--- src/rtl/scl_gen_pkg.sv ---
// Package: shared constants and types for the SCL clock generator.
// Assumes an 8-bit phase count and a 3-bit exponent throughout.
package scl_gen_pkg;
    localparam int CK_W    = 3;
    localparam int DIV_W   = 8;
    localparam int OFFSET  = 4;
    localparam int NUM_EXP = 1 << CK_W;
    localparam int DIV_MAX = (1 << DIV_W) - 1;

    typedef struct packed {
        logic [CK_W-1:0]  ck;
        logic [DIV_W-1:0] lo;
        logic [DIV_W-1:0] hi;
    } scl_cfg_t;

    typedef enum logic [1:0] {
        SOLVE_IDLE,
        SOLVE_DIV,
        SOLVE_CLR,
        SOLVE_LOAD
    } solve_state_t;
endpackage

--- src/rtl/scl_predivider.sv ---
// Pre-divider selector: picks the smallest power-of-two divisor of the main
// clock that brings it to or below MAX_HZ; uses the largest if none fits.
// Purely combinational; assumes mck_hz is quasi-static.
module scl_predivider #(
    parameter int FW     = 32,
    parameter int MAX_HZ = 66_000_000,
    parameter int STEPS  = 4,
    localparam int SEL_W = $clog2(STEPS)
) (
    input  logic [FW-1:0]    mck_hz,
    output logic [SEL_W-1:0] sel,
    output logic [FW-1:0]    mod_hz
);
    // Search from the largest divisor down so the smallest fitting one wins.
    always_comb begin
        sel = SEL_W'(STEPS - 1);
        for (int i = STEPS - 1; i >= 0; i--) begin
            if ((mck_hz >> i) <= FW'(MAX_HZ)) sel = SEL_W'(i);
        end
        mod_hz = mck_hz >> sel;
    end
endmodule

--- src/rtl/scl_div_solver.sv ---
// Divider solver: when the effective request changes, divides the module
// clock by twice the request with a bit-serial restoring divider, then picks
// the smallest exponent whose shifted count fits 8 bits. The fields are
// zeroed for one cycle before the new value is loaded.
// Assumes DEFAULT_HZ is nonzero, so the divisor is never zero.
module scl_div_solver
    import scl_gen_pkg::*;
#(
    parameter int FW         = 32,
    parameter int DEFAULT_HZ = 100_000,
    localparam int STEP_W    = $clog2(FW)
) (
    input  logic          clk,
    input  logic          rst_n,
    input  logic [FW-1:0] mod_hz,
    input  logic [FW-1:0] req_hz,
    output scl_cfg_t      cfg,
    output logic          busy
);
    solve_state_t      state;
    logic [FW-1:0]     last_hz;
    logic [FW-1:0]     eff_hz;
    logic [FW-1:0]     dvd;
    logic [FW:0]       dvs;
    logic [FW:0]       rem;
    logic [FW-1:0]     quo;
    logic [STEP_W-1:0] step;
    logic [FW+1:0]     trial;
    logic              fits;
    logic [FW-1:0]     sub;
    logic [CK_W-1:0]   pick_ck;
    logic [DIV_W-1:0]  pick_div;

    assign eff_hz = (req_hz == '0) ? FW'(DEFAULT_HZ) : req_hz;
    assign trial  = {rem, dvd[FW-1]};
    assign fits   = trial >= {1'b0, dvs};
    assign busy   = (state != SOLVE_IDLE);

    // Smallest exponent whose shifted count fits; clamp underflow and overflow.
    always_comb begin
        sub      = quo - FW'(OFFSET);
        pick_ck  = CK_W'(NUM_EXP - 1);
        pick_div = DIV_W'(DIV_MAX);
        if (quo < FW'(OFFSET)) begin
            pick_ck  = '0;
            pick_div = '0;
        end else begin
            for (int e = NUM_EXP - 1; e >= 0; e--) begin
                if ((sub >> e) <= FW'(DIV_MAX)) begin
                    pick_ck  = CK_W'(e);
                    pick_div = DIV_W'(sub >> e);
                end
            end
        end
    end

    // Sequencer: start on change, divide, clear the fields, then load them.
    always_ff @(posedge clk) begin
        if (!rst_n) begin
            state   <= SOLVE_IDLE;
            last_hz <= '0;
            dvd     <= '0;
            dvs     <= '0;
            rem     <= '0;
            quo     <= '0;
            step    <= '0;
            cfg     <= '0;
        end else begin
            case (state)
                SOLVE_IDLE: if (eff_hz != last_hz) begin
                    last_hz <= eff_hz;
                    dvd     <= mod_hz;
                    dvs     <= {eff_hz, 1'b0};
                    rem     <= '0;
                    quo     <= '0;
                    step    <= '0;
                    state   <= SOLVE_DIV;
                end
                SOLVE_DIV: begin
                    rem  <= fits ? FW'(trial - {1'b0, dvs}) : trial[FW:0];
                    quo  <= {quo[FW-2:0], fits};
                    dvd  <= dvd << 1;
                    step <= step + STEP_W'(1);
                    if (step == STEP_W'(FW - 1)) state <= SOLVE_CLR;
                end
                SOLVE_CLR: begin
                    cfg   <= '0;
                    state <= SOLVE_LOAD;
                end
                default: begin
                    cfg   <= '{ck: pick_ck, lo: pick_div, hi: pick_div};
                    state <= SOLVE_IDLE;
                end
            endcase
        end
    end
endmodule

--- src/rtl/scl_phase_gen.sv ---
// Phase generator: alternates released/low SCL phases, each lasting
// div * 2^ck + OFFSET cycles, starting with a released phase after enable.
// Holds while SCL is released but sensed low (target clock stretching).
module scl_phase_gen
    import scl_gen_pkg::*;
#(
    localparam int LEN_W = DIV_W + NUM_EXP
) (
    input  logic     clk,
    input  logic     rst_n,
    input  logic     en,
    input  logic     sense,
    input  scl_cfg_t cfg,
    output logic     drive_low,
    output logic     edge_stb
);
    logic             released;
    logic [LEN_W-1:0] cnt;
    logic [LEN_W-1:0] len;
    logic             hold;
    logic             last;

    assign len       = (LEN_W'(released ? cfg.hi : cfg.lo) << cfg.ck) + LEN_W'(OFFSET);
    assign hold      = released && !sense;
    assign last      = cnt >= len - LEN_W'(1);
    assign edge_stb  = en && last && !hold;
    assign drive_low = !released;

    // Phase counter and SCL level.
    always_ff @(posedge clk) begin
        if (!rst_n || !en) begin
            released <= 1'b1;
            cnt      <= '0;
        end else if (!hold) begin
            if (last) begin
                released <= !released;
                cnt      <= '0;
            end else begin
                cnt <= cnt + LEN_W'(1);
            end
        end
    end
endmodule

--- src/rtl/scl_clock_gen.sv ---
// Top: SCL clock waveform generator. Combines the pre-divider selector,
// the divider solver and the phase generator.
// Assumes mck_hz and req_hz are synchronous to clk.
module scl_clock_gen
    import scl_gen_pkg::*;
#(
    parameter int FW         = 32,
    parameter int MAX_MOD_HZ = 66_000_000,
    parameter int DEFAULT_HZ = 100_000,
    parameter int PRE_STEPS  = 4,
    localparam int SEL_W     = $clog2(PRE_STEPS)
) (
    input  logic             clk,
    input  logic             rst_n,
    input  logic [FW-1:0]    mck_hz,
    input  logic [FW-1:0]    req_hz,
    input  logic             gen_en,
    input  logic             scl_sense,
    output logic             scl_drive_low,
    output logic             scl_edge_stb,
    output logic [SEL_W-1:0] pre_sel,
    output logic [CK_W-1:0]  ckdiv,
    output logic [DIV_W-1:0] cldiv,
    output logic [DIV_W-1:0] chdiv,
    output logic             busy
);
    logic [FW-1:0] mod_hz;
    scl_cfg_t      cfg;

    scl_predivider #(.FW(FW), .MAX_HZ(MAX_MOD_HZ), .STEPS(PRE_STEPS)) u_pre (
        .mck_hz (mck_hz),
        .sel    (pre_sel),
        .mod_hz (mod_hz)
    );

    scl_div_solver #(.FW(FW), .DEFAULT_HZ(DEFAULT_HZ)) u_solve (
        .clk    (clk),
        .rst_n  (rst_n),
        .mod_hz (mod_hz),
        .req_hz (req_hz),
        .cfg    (cfg),
        .busy   (busy)
    );

    scl_phase_gen u_phase (
        .clk       (clk),
        .rst_n     (rst_n),
        .en        (gen_en),
        .sense     (scl_sense),
        .cfg       (cfg),
        .drive_low (scl_drive_low),
        .edge_stb  (scl_edge_stb)
    );

    assign ckdiv = cfg.ck;
    assign cldiv = cfg.lo;
    assign chdiv = cfg.hi;
endmodule

--- config.mk ---
export PLATFORM = sky130hd
export DESIGN_NAME = scl_clock_gen
export DESIGN_NICKNAME = d
export VERILOG_FILES = /design/src/rtl/scl_gen_pkg.sv /design/src/rtl/scl_predivider.sv /design/src/rtl/scl_div_solver.sv /design/src/rtl/scl_phase_gen.sv /design/src/rtl/scl_clock_gen.sv
export SDC_FILE = /design/constraint.sdc
export NUM_CORES = 1
export LEC_CHECK = 0
export BUFFER_PORTS_ARGS = -buffer_cell sky130_fd_sc_hd__clkbuf_2
export CAP_MARGIN = 20
export CORE_MARGIN = 10
export CORE_UTILIZATION = 31
export CTS_BUF_LIST = sky130_fd_sc_hd__clkbuf_4
export CTS_CLUSTER_DIAMETER = 30
export DETAILED_ROUTE_END_ITERATION = 8
export GPL_TIMING_DRIVEN = 1
export PLACE_DENSITY_LB_ADDON = 0.12
export SYNTH_ARGS = -nofsm -noshare
export SYNTH_HDL_FRONTEND = slang
export SYNTH_HIERARCHICAL = 1
export SYNTH_SLANG_ARGS = --single-unit
--- constraint.sdc ---
create_clock -name clk -period 5.7 [get_ports clk]
set_input_delay 0.855 -clock clk [delete_from_list [all_inputs] [get_ports clk]]
set_output_delay 0.855 -clock clk [all_outputs]
set_load 0.03 [all_outputs]
==> results.toml <==
[clock_network]
clock_latency_ns = 0.65
h-tree-depth = 4
cts_tree = "yes"
root_buffer = "clkbuf_4"
clockBufferDepth = 2
cts_resized = 0
numCtsBuffers = 17
clk_pin_slew_worst_paths_ns = 0.17
post-cts-setup-buffers = 0
ctsHoldBuffers = 0
clock-sinks = 164

[grt]
grt_max_degree = 73
grt_pass1_vias = 11671
grt_antenna_before_repair = 2
grt_util_all_layers_pct = 15.7
grt_pass1_wl_mm = 64.3
grt_overflow_total = 0

[synthesis]
synth_warnings = 6
synthArstFlopShare_pct = 0
synth_seq_area_share_pct = 26.2
synth_top_area_cell = "dfxtp_1"
netlist.area_leader.share_pct = 26.2
syn_area_um2 = 12500
ys_top_cells_by_area = "dfxtp_1, ha_1, nor2_1"
synth_area_per_cell_um2 = 7.81
syn_inst = 1602
ys.flop_type = "dfxtp_1"
ys_seq_elements = 164
yosysUniqueCellTypes = 103
synth_edf_count = 0

[detailed_routing]
routed_wl_mm = 39.4
postRouteAntennaNets = 0
dr.pass1.iters = 5
avgViaCountPerCell = 5.57
via_count = 12006
avgRoutedWirePerCell_um = 18.3
drtIter0Drc = 813
drc = 0

[setup_path]
cp-end-kind = "primary output"
crit_fanout = 24
critical_path_buf_inv_count = 1
cpPeakStageDelay_ns = 0.69
crit_type = "reg -> out"
crit_family = "compound AO/OA/AOI/OAI gates"
critical_path.slowest_cell = "dfxtp_2"
timing.rr.start = "u_solve/quo[2]"
critical_path_arrival_ns = 4.35
startpoint = "u_solve/cfg[16]"
crit_path_start_kind = "flip-flop"
required_ns = 4.85
cp_cell_sequence = "mux2_2, mux4_2, o211ai_2, nor2_1, a311o_1, ha_1, a211o_1, a21oi_1, o21ai_1, a221oi_1, o311ai_2, and3_1, clkbuf_2"

[timing]
fin_crit_sh_pct = 91.4
fin_ws_ns = 0.492
setup_tns_ns = 0
grt_setup_unrepaired = "no"
slew_violations = 0
setup_viol = 0
hold_slack_ns = 0.482
period_minus_slack_ns = 5.21
worst_pin_slew_ns = 0.971
hold_viol = 0
relSlewSlack_pct = 34.8
skew_ns = 0.0232
fmax_mhz = 192

[power_and_ir_drop]
power_frac_clock_pct = 18.9
p_leak_nw = 5.10
power.density_nw_per_um2 = 296
p_comb_share_pct = 44.8
p_int_mw = 2.20
ir_drop_mv = 0.245
finalPower_mw = 4.01
switching_share_pct = 45.3
seqPwrFrac_pct = 36.3
p_sw_mw = 1.82

[place]
gp_congestion = 0.848
post-place-ws_ns = 0.836
dp_hpwl_mm = 28.6
port_buffers = 91

[cells_and_area]
finalCoreUtilization_pct = 34.0
drive_above_1_share_pct = 13.0
final_nets = 1741
fill_cells = 4356
synthToLayoutAreaGrowth_pct = 8.25

[floorplan]
die_w_um = 221
coreArea_um2 = 39800
initial_core_util_pct = 31.4
rows = 73
die_area_um2 = 48800
die_h_um = 221
io_pins = 92

[job]
cap_violations = 0

[min_path]
hp-class = "in -> reg"
min_from = "req_hz[26]"

[status]
status = "completed"
-- registers in the layout (all words and copies together) (netlist names), 2 cells and up --
signal and cells:
u_solve/cfg 11, u_solve/quo 32, u_solve/dvd 32, u_phase/cnt 16, u_solve/state 2, u_solve/step 5, u_solve/dvs 32, u_solve/rem 33
-- kinds of logic after synthesis --
logic type / Yosys count / share of synthesized area (%)
muxes: 71 / 6.56
other: 2 / 0.0600
DFF: 164 / 26.2
adders and majority gates: 57 / 5.76
buffers and inverters: 192 / 7.11
xor gates and xnor gates: 85 / 5.95
AOI/OAI and AO/OA: 469 / 25.9
and+or+nand+nor: 562 / 22.4
-- worst paths after layout --
| check | endpoint | slack (ns) | depth (start not counted) |
|---|---|---|---|
| worst max-delay path | scl_edge_stb | 0.49 | 13 |
| worst min-delay path | u_solve/dvs[27] | 0.48 | 3 |
| worst max register to register | u_solve/cfg[10] | 1.53 | 10 |
| worst min register to register | u_solve/rem[32] | 0.49 | 2 |
-- cell usage after synthesis, drive strengths merged, types with 45 or more instances --
library cell / number
dfxtp: 164
a22oi: 51
o21ai: 85
clkbuf: 91
a21oi: 85
nand2: 91
nor2: 178
nand4: 45
nor3: 60
ha: 56
nand3: 62
mux2i: 52
inv: 68
xnor2: 56
-- power by group through the flow --
stage	Sequential, mW	Combinational, mW	Clock [mW]
after CTS	1.46	1.79	0.799
after global placement	1.48	1.77	0
after detailed placement	1.49	1.78	0
after floorplan	1.44	1.29	0
final	1.46	1.80	0.757
after global routing	1.48	2.00	0.829
-- final cells by class --
class / instances / area, um2 / share of cell area (%)
tap: 525 / 657 / 4.85
clock buffer: 17 / 128 / 0.942
sequential: 164 / 3290 / 24.2
antenna: 1 / 2.50 / 0.0185
inverter: 68 / 260 / 1.92
timing repair buffer: 117 / 671 / 4.95
clock inverter: 15 / 164 / 1.21
multi-input combinational: 1248 / 8380 / 61.9
-- metal layers --
layer	routed length [um]	share of wire [%]	global-route usage (%)	vias up
li1	-	-	-	6001
met1	20200	51	21.9	5778
met2	17500	45	24.6	206
met3	1370	3.5	2.76	19
met4	295	0.75	3.26	2
met5	9	0.023	0	-
-- cell usage in the layout (no fill, tap or decap), drive strengths merged, types with 15 or more instances in the layout --
cell,instances
nor2,178
dfxtp,164
clkbuf,108
nand2,91
a21oi,85
o21ai,85
inv,76
nand3,62
nor3,60
xnor2,56
ha,56
mux2i,52
a22oi,51
nand4,45
a211oi,40
o211ai,33
o22ai,33
xor2,29
nor4,28
o31ai,26
buf,26
and3,15
or3,15
-- tightest hold or removal path, delay by kind of cell --
family | cells | cell delay [ns]
buffers and inverters | 1 | 0.11
multiplexers | 1 | 0.07
AND/OR/NAND/NOR | 1 | 0.07
-- per-stage QoR --
step,cell area [um2],cells
global route,13500,2155
floorplan,12500,1604
CTS,13500,2153
finish,13500,2155
global placement,13200,2120
detailed placement,13200,2121
(Power assumes the default switching activity.)
